<file path="config.mk">
export PLATFORM = sky130hd
export DESIGN_NAME = trap_vector_unit
export DESIGN_NICKNAME = d
export VERILOG_FILES = /design/src/rtl/tvu_pkg.sv /design/src/rtl/tvu_vector.sv /design/src/rtl/tvu_restart.sv /design/src/rtl/tvu_shadow.sv /design/src/rtl/trap_vector_unit.sv
export SDC_FILE = /design/constraint.sdc
export NUM_CORES = 1
export LEC_CHECK = 0
export BUFFER_PORTS_ARGS = -buffer_cell sky130_fd_sc_hd__clkbuf_2
export CAP_MARGIN = 20
export CORE_UTILIZATION = 55
export CTS_BUF_LIST = sky130_fd_sc_hd__clkbuf_8
export DETAILED_ROUTE_END_ITERATION = 8
export GPL_TIMING_DRIVEN = 1
export HOLD_SLACK_MARGIN = 0.08
export PLACE_DENSITY = 0.82
export SYNTH_ARGS = -nofsm -noshare
export SYNTH_HDL_FRONTEND = slang
export SYNTH_SLANG_ARGS = --single-unit
</file>
<file path="constraint.sdc">
create_clock -name clk -period 5.4 [get_ports clk]
set_input_delay 0.54 -clock clk [delete_from_list [all_inputs] [get_ports clk]]
set_output_delay 0.54 -clock clk [all_outputs]
set_load 0.005 [all_outputs]
</file>
<file path="src/rtl/tvu_pkg.sv">
package tvu_pkg;

    typedef enum logic [3:0] {
        EV_MCHK     = 4'd0,
        EV_ARITH    = 4'd1,
        EV_INTR     = 4'd2,
        EV_DMISS_N  = 4'd3,
        EV_DMISS_P  = 4'd4,
        EV_ALIGN    = 4'd5,
        EV_DFAULT   = 4'd6,
        EV_DACV     = 4'd7,
        EV_IMISS    = 4'd8,
        EV_IFAULT   = 4'd9,
        EV_IACV     = 4'd10,
        EV_OPC      = 4'd11,
        EV_FPOFF    = 4'd12,
        EV_PCALL    = 4'd13,
        EV_IOVF     = 4'd14,
        EV_RSVD     = 4'd15
    } ev_code_e;

    localparam int OFS_W = 14;

    typedef struct packed {
        logic go;
        logic dir;
        logic err;
    } swap_evt_t;

    // Offset from vector base; bit 0 marks privileged fetch.
    function automatic logic [OFS_W-1:0] vec_offset(ev_code_e c);
        case (c)
            EV_MCHK:               return 14'h0401;
            EV_ARITH, EV_IOVF:     return 14'h0501;
            EV_INTR:               return 14'h0101;
            EV_DMISS_N:            return 14'h0201;
            EV_DMISS_P:            return 14'h0281;
            EV_ALIGN:              return 14'h0301;
            EV_DFAULT, EV_DACV:    return 14'h0381;
            EV_IMISS, EV_IFAULT:   return 14'h0181;
            EV_IACV:               return 14'h0081;
            EV_FPOFF:              return 14'h0581;
            EV_PCALL:              return 14'h2001;
            default:               return 14'h0481;
        endcase
    endfunction

    localparam logic [OFS_W-1:0] RESET_OFS = 14'h0001;

    // Trap-type events resume after the trapping instruction.
    function automatic logic skips_insn(ev_code_e c);
        return (c == EV_PCALL) || (c == EV_ARITH) || (c == EV_IOVF);
    endfunction

    function automatic logic is_shadowed(int unsigned idx);
        return ((idx >= 8) && (idx <= 14)) || (idx == 25);
    endfunction

endpackage

</file>
<file path="src/rtl/tvu_vector.sv">
module tvu_vector
    import tvu_pkg::*;
#(
    parameter int AW = 32
) (
    input  logic [AW-1:0] base,
    input  ev_code_e      code,
    output logic [AW-1:0] tgt_pc,
    output logic [AW-1:0] tgt_npc
);
    localparam logic [AW-1:0] INSN_BYTES = AW'(4);

    always_comb begin
        tgt_pc  = base + AW'(vec_offset(code));
        tgt_npc = tgt_pc + INSN_BYTES;
    end
endmodule

</file>
<file path="src/rtl/tvu_restart.sv">
module tvu_restart
    import tvu_pkg::*;
#(
    parameter int AW = 32
) (
    input  logic          take,
    input  ev_code_e      code,
    input  logic [AW-1:0] cur_pc,
    input  logic          in_priv,
    input  logic [AW-1:0] exc_q,
    output logic [AW-1:0] exc_d
);
    localparam logic [AW-1:0] INSN_BYTES = AW'(4);

    logic keep_old;

    always_comb begin
        keep_old = !take || ((code == EV_INTR) && in_priv);
        if (keep_old)
            exc_d = exc_q;
        else if (skips_insn(code))
            exc_d = cur_pc + INSN_BYTES;
        else
            exc_d = cur_pc;
    end
endmodule

</file>
<file path="src/rtl/tvu_shadow.sv">
module tvu_shadow
    import tvu_pkg::*;
#(
    parameter int NREG = 32,
    localparam int IW = $clog2(NREG)
) (
    input  logic          clk,
    input  logic          rst,
    input  logic          req_in,
    input  logic          req_out,
    input  logic [IW-1:0] rf_idx,
    output logic          active,
    output swap_evt_t     evt,
    output logic          rf_shadow
);
    swap_evt_t evt_d;
    logic      active_d;

    always_comb begin
        evt_d    = '0;
        active_d = active;
        if (req_in) begin
            evt_d.dir = 1'b1;
            if (active) evt_d.err = 1'b1;
            else begin
                evt_d.go = 1'b1;
                active_d = 1'b1;
            end
        end else if (req_out) begin
            if (!active) evt_d.err = 1'b1;
            else begin
                evt_d.go = 1'b1;
                active_d = 1'b0;
            end
        end
    end

    always_ff @(posedge clk) begin
        if (rst) begin
            active <= 1'b1;
            evt    <= '0;
        end else begin
            active <= active_d;
            evt    <= evt_d;
        end
    end

    logic [NREG-1:0] shadow_map;
    for (genvar g = 0; g < NREG; g++) begin : g_map
        assign shadow_map[g] = is_shadowed(g);
    end

    assign rf_shadow = active && shadow_map[rf_idx];
endmodule

</file>
<file path="src/rtl/trap_vector_unit.sv">
module trap_vector_unit
    import tvu_pkg::*;
#(
    parameter int          AW         = 32,
    parameter int          NREG       = 32,
    parameter logic [AW-1:0] RESET_BASE = 32'h0000_8000,
    localparam int         IW         = $clog2(NREG)
) (
    input  logic          clk,
    input  logic          rst,
    input  logic          ev_valid,
    input  logic [3:0]    ev_code,
    input  logic [AW-1:0] cur_pc,
    input  logic          in_priv,
    input  logic          ret_valid,
    input  logic          base_we,
    input  logic [AW-1:0] base_wdata,
    input  logic [IW-1:0] rf_idx,
    output logic          redir_valid,
    output logic [AW-1:0] redir_pc,
    output logic [AW-1:0] redir_npc,
    output logic [AW-1:0] exc_addr,
    output logic          shadow_active,
    output logic          swap_go,
    output logic          swap_dir,
    output logic          swap_err,
    output logic          rf_shadow,
    output logic          intr_chk_en
);
    localparam logic [AW-1:0] INSN_BYTES = AW'(4);
    localparam logic [AW-1:0] RESET_PC   = RESET_BASE + AW'(RESET_OFS);

    logic [AW-1:0] base_q;
    logic          take, ill_ret, legal_ret;
    ev_code_e      eff_code;
    logic [AW-1:0] vec_pc, vec_npc, exc_d;
    swap_evt_t     sw_evt;

    always_comb begin
        ill_ret   = ret_valid && !ev_valid && !in_priv;
        legal_ret = ret_valid && !ev_valid && in_priv;
        take      = ev_valid || ill_ret;
        eff_code  = ev_valid ? ev_code_e'(ev_code) : EV_OPC;
    end

    tvu_vector #(.AW(AW)) u_vec (
        .base    (base_q),
        .code    (eff_code),
        .tgt_pc  (vec_pc),
        .tgt_npc (vec_npc)
    );

    tvu_restart #(.AW(AW)) u_rst (
        .take    (take),
        .code    (eff_code),
        .cur_pc  (cur_pc),
        .in_priv (in_priv),
        .exc_q   (exc_addr),
        .exc_d   (exc_d)
    );

    tvu_shadow #(.NREG(NREG)) u_shd (
        .clk       (clk),
        .rst       (rst),
        .req_in    (take && !in_priv),
        .req_out   (legal_ret && !exc_addr[0]),
        .rf_idx    (rf_idx),
        .active    (shadow_active),
        .evt       (sw_evt),
        .rf_shadow (rf_shadow)
    );

    assign swap_go  = sw_evt.go;
    assign swap_dir = sw_evt.dir;
    assign swap_err = sw_evt.err;

    always_ff @(posedge clk) begin
        if (rst) begin
            base_q      <= RESET_BASE;
            redir_valid <= 1'b0;
            redir_pc    <= RESET_PC;
            redir_npc   <= RESET_PC + INSN_BYTES;
            exc_addr    <= '0;
            intr_chk_en <= 1'b0;
        end else begin
            if (base_we) base_q <= base_wdata;
            exc_addr    <= exc_d;
            redir_valid <= take || legal_ret;
            if (take) begin
                redir_pc    <= vec_pc;
                redir_npc   <= vec_npc;
                intr_chk_en <= 1'b0;
            end else if (legal_ret) begin
                redir_pc    <= exc_addr;
                redir_npc   <= exc_addr + INSN_BYTES;
                intr_chk_en <= 1'b1;
            end
        end
    end
endmodule

</file>
# Yosys cells after proc, flatten, opt, wreduce, memory -nomap -nowiden

Memory sizes are Yosys's and may differ from the RTL's.
Index checks and enable logic that the tools add are counted.

Reduce and logical (&&, ||, !) cells: 19
$lt $le $gt $ge: 1
Mux-type cells: 14
$add $sub $neg: 4
Equal/unequal tests: 4

Operators with widths:

| kind                                                | count |
|---|---|
| two-way mux 32 bit                                  | 5 |
| adder 32 x 3 -> 32 bit, second input constant       | 3 |
| adder 32 x 14 -> 32 bit                             | 1 |
| equality test 4 bit, second input constant          | 2 |
| two-way mux 1 bit                                   | 8 |
| logical AND 1 bit                                   | 7 |
| < comparator 5 x 6 -> 1 bit, second input constant  | 1 |
| logical OR 1 bit                                    | 5 |
| equality test 4 x 1 -> 1 bit, second input constant | 1 |
| equality test 4 x 2 -> 1 bit, second input constant | 1 |
| logical NOT 1 bit                                   | 4 |
| two-way mux 4 bit                                   | 1 |
| OR reduction 2 bit                                  | 2 |
| nonzero test 2 bit                                  | 1 |

Logic and storage cells: 54
Memories: 2
ROM bits: 112
Output and inout port bits: 103
Input port bits: 79
Flip-flop bits (word level): 134

Memory list:

| name             | depth | width | read ports | clocked after Yosys merged registers in | write ports | line             | RTL |
|---|---|---|---|---|---|---|---|
| (name not given) | 16    | 5     | 1          | 0                                       | 0           | tvu_pkg.sv:32    | `case (c)` |
| (name not given) | 32    | 1     | 1          | 0                                       | 0           | tvu_shadow.sv:53 | `assign rf_shadow = active && shadow_map[rf_idx];` |

# Longest topological paths before layout

Word-level depth: 6
Gate-level depth with buffers: 19
Depth with buffers taken out: 16

# Hierarchy

Synthesis repeated with hierarchy kept, for this count alone.

Cells, all modules: 1,050
Area total of the unflattened synthesis: 8,528.2 um2

By module, submodules not included:

| module           | times used | cells each | sequential area each (um2) | area an instance (um2) |
|---|---|---|---|---|
| trap_vector_unit | 1          | 593        | 2,602.5                    | 5,333.9 |
| tvu_vector       | 1          | 266        | 0.0                        | 1,909.3 |
| tvu_restart      | 1          | 173        | 0.0                        | 1,127.3 |
| tvu_shadow       | 1          | 18         | 80.1                       | 157.7 |

# Least setup slack after synthesis

No wires, ideal clock.

Path type: input to register
Start: input ev_valid
End: register redir_npc[31]
Setup slack: 555 ps
Stages on the path: 19
Buffers on the path: 3
Required time: 5,309 ps
Arrival: 4,754 ps
Library setup time: 91 ps
Cells stage by stage: clkbuf_1 > nand2b_1 > inv_1 > ha_1 > inv_1 > mux4_2 > nor2_1 > ha_1 > nand2_1 > or3_4 > o21a_1 > buf_6 > or4_4 > a31oi_4 > nand2_2 > or4_1 > clkbuf_2 > or4_1 > a311oi_1

Cells in the longest elaborated chain, start to end: 5
Elaborated cells on any way between the ends: 11
Those cells by class: add/sub (2); mux (2); reduce/logical (6); memory (1)

Ends and longest elaborated chain:

| element                                                      | line                                                                   | RTL |
|---|---|---|
| from (decl)                                                  | trap_vector_unit.sv:11                                                 | `input logic ev_valid,` |
| two-way mux 4 bit or logical NOT 1 bit (tied branches)       | trap_vector_unit.sv:43, trap_vector_unit.sv:40, trap_vector_unit.sv:41 |  |
| memory (16 x 5 bit) or logical AND 1 bit (tied branches)     | --                                                                     |  |
| adder 32 x 14 -> 32 bit or logical AND 1 bit (tied branches) | tvu_vector.sv:14, trap_vector_unit.sv:40                               |  |
| adder 32 x 3 -> 32 bit or logical OR 1 bit (tied branches)   | tvu_vector.sv:15, trap_vector_unit.sv:42                               |  |
| two-way mux 32 bit or nonzero test 2 bit (tied branches)     | --                                                                     |  |
| to (signal assigned)                                         | trap_vector_unit.sv:82                                                 | `redir_npc <= RESET_PC + INSN_BYTES;` |
| to (signal assigned)                                         | trap_vector_unit.sv:91                                                 | `redir_npc <= vec_npc;` |
| to (signal assigned)                                         | trap_vector_unit.sv:95                                                 | `redir_npc <= exc_addr + INSN_BYTES;` |
| to (decl)                                                    | trap_vector_unit.sv:21                                                 | `output logic [AW-1:0] redir_npc,` |

Several ways; a longest one is shown, not always the timed one.
A chain may end at the register's enable or synchronous reset.

# Worst setup path after layout

Same ends and word-level chain as after synthesis.

==> summary.txt <==
Routing
  • Via Count: 7,184
  • DRT iter0 DRCs: slightly below 800
  • DR top layer: met4
  • First-pass DRT Iterations: 5
  • DR WL/cell: 15.33 µm
  • DR WL met2: 8.079 mm
  • Vias per inst: around 5.7
  • Routed WL: ~19 mm
  • Met3 Wirelength: 1.486 mm
  • Wl on met1: 9.291 mm
  • Antenna Violating Nets Remaining: 0
  • Remaining DRCs: 0

STA
  • Post-route setup TNS: 0 ps
  • Slew HR: 0.2778
  • Slew @ Worst Pin: 1083 ps
  • Final setup fails: 0
  • Hold Fails Final Rpt: 0
  • Achievable Freq: approximately 200 MHz
  • Hold WS: approximately 350 ps
  • Final WS setup: 477.1 ps
  • Shortest period the worst path allows: 4923 ps
  • Clk_skew: between 10 and 15 ps
  • RSZ-0062 raised after global routing: no
  • Tcrit/Tclk final: 0.9117
  • Fin. max-slew vios: 0

Finish
  • Commonest cells after routing, fill and taps aside: clkbuf_2 (180), nor2_1 (144), dfxtp_1 (132)
  • Area growth from synthesis to layout: 18.53%
  • Commonest non-fill, non-tap cell in the layout: clkbuf_2
  • Util after Layout: 0.6778
  • Design Area, Final: just under 9000 µm²
  • Filler cells: 1,103
  • Share of cells above drive strength 1: 0.2301
  • Layout Nets: 1,158
  • Antenna cells: 0

Logic synthesis
  • EDFF count, synth: 0
  • Xor/xnor cell area share of the yosys netlist: 0.06355
  • Sequential fraction of the synthesis area: 0.3618
  • Adder-cell share of the synthesized area: 0.01713
  • Cell variety after synth: 73
  • Synth Warn #: 0
  • Yosys top cell by area: dfxtp_1
  • Post-Synth Simple-Gate Area: 0.2581
  • Largest family of logic cells by synthesized area: simple AND/OR/NAND/NOR gates
  • Avg Inst Size Synth: 7.940 µm²
  • Largest cells by area after synthesis: dfxtp_1 (36%), nor2_1 (7.5%), mux2i_1 (5.5%), nand2_1 (4.9%), a211oi_1 (4.5%)
  • Share of flip-flops with an asynchronous set or reset: 0
  • Synthesized area: around 7300 µm²
  • Yosys reg bits: roughly 130
  • Synth Area in Compound Gates: 0.1917
  • Net Count, Synth: 1,009
  • Synth Flop Type: dfxtp_1
  • Mux share of post-synthesis cell area: 0.06406
  • Top-area cell type share of the netlist area: 0.3618
  • Cells after synthesis: 920

Pwr
  • Leakage: approximately 0.0037 µW
  • Sequential Power Share: 0.485
  • Psw: 693.9 µW
  • Combinational share of power: 0.179
  • Clock Power Share: 0.336
  • Internal power: about 1600 µW
  • Power per cell area: 265.6 nW/µm²
  • Worst-case vdd ir drop: 0.0001395 V
  • Sw Ratio: 0.3018

Global route
  • Pin count of the biggest net entering global routing: 81
  • Total Routing Usage GR: 0.2876
  • Initial antenna violation count: 0
  • Global-route wire length before repair: 30.86 mm
  • Total global routing overflow: 0
  • Vias in the first global route: 6,266

Floorplanning
  • Die Span Y: 117.2 µm
  • Die footprint: 13,750 µm²
  • # IOs: 182
  • Floorplan row count: 41
  • Core area: between 10,000 and 15,000 µm²
  • Die W: 117.2 µm
  • Starting Density: 0.5718

Clocking
  • Hold Buf Count CTS: 0
  • H-tree depth: 4
  • CTS Root Cell: clkbuf_8
  • Post-CTS Setup Bufs: 0
  • CTS Buf Count: 17
  • Clock-pin slew on the worst setup and hold paths: 80 ps
  • CTS tree: done
  • Worst skew pair latency: 430 ps
  • Longest Clk Path Bufs: 2
  • Clk sink count: 132
  • Post-CTS sizing: 0

Place
  • # port buffers: around 180
  • Post-DP Area: 8287 µm²
  • DPL Wire Length: ~15 mm
  • Place WS: 123.4 ps
  • RePlAce Congestion: 0.9273

Critical path
  • Worst Path Arrival: 5270 ps
  • Critical Path RT: 5750 ps
  • Crit path kind: in2reg
  • Worst-path maximum fanout: 11
  • Crit. End Element: register
  • CP startpoint kind: input port

Flow run
  • Max Cap Viol: 0

Run status
  • Status: complete, no violations

Hold path
  • HP Class: in2reg
logic make-up (layout without fill, tap and decap cells):
family,count (synthesis),in the layout
buf+inv,79,241
flops,132,132
fa+ha+maj,10,10
compound gates,204,204
mux,45,45
simple gates,397,397
xor+xnor,53,53
worst max-delay path, stage by stage:
cell and delay (ps):
clkbuf_2 220, inv_1 90, nor2_1 280, ha_1 220, inv_1 40, mux4_2 450, nor2_1 100, ha_1 220
nand2_1 170, or3_4 370, o21a_1 300, or4_4 570, a31oi_4 250, nand2_2 70, or4_1 590, or4_1 510
a311oi_1 260
metal layers:
layer  up-vias  track usage
met3        41      0.06231
li1       3606            -
met1      3237       0.4117
met2       300       0.4310
met4         0      0.08608
met5         -            0
cell usage after synthesis, drive strengths merged, types with 6 or more instances:
library cell and instances:
nor2 146, dfxtp 132, nand2 96, a21oi 49, clkbuf 45, a211oi 44
nand3 43, mux2i 40, o21ai 33, xor2 32, or3 21, xnor2 21
and3 19, buf 19, nor3 16, inv 15, a311oi 12, nand4 11
ha 10, a31oi 9, o211ai 9, or4 9, nand2b 8, nor4 8
o31ai 6
power groups by stage:
stage / Sequential, µW / Combinational [µW] / Clock (µW)
floorplan: 1120 / 256 / 0
global placement: 1130 / 399 / 0
detailed placement: 1130 / 408 / 0
CTS: 1110 / 411 / 786
global route: 1120 / 465 / 832
finish: 1110 / 413 / 772
final timing paths:
| kind | start | slack (ps) | to | cells past startpoint |
|---|---|---|---|---|
| hold / removal | base_wdata[15] | 350 | base_q[15] | 2 |
| setup / recovery | ev_valid | 480 | redir_npc[31] | 17 |
| setup reg to reg | base_q[10] | 1470 | redir_npc[31] | 10 |
| hold reg to reg | redir_pc[24] | 450 | redir_pc[24] | 2 |
through the flow:
step                power, µW  instances
floorplan                1372        920
finish                   2300       1254
global route             2420       1254
detailed placement       1543       1222
CTS                      2309       1254
global placement         1532       1222
registers in the layout, summed over array words and instances (netlist names):
signal	flops
base_q	32
redir_npc	30
intr_chk_en	1
exc_addr	32
redir_valid	1
u_shd.active	1
redir_pc	32
u_shd.evt	3
cell type report:
cell class                      instances  area [µm²]  area share
Clock inverter                         13       110.1     0.01272
Clock buffer                           19       261.5     0.03020
Sequential cell                       132        2643      0.3052
Timing Repair Buffer                  194        1006      0.1162
Tap cell                              172       215.2     0.02486
Multi-Input combinational cell        709        4367      0.5043
Inverter                               15       56.30    0.006503
(Power assumes the default switching activity.)
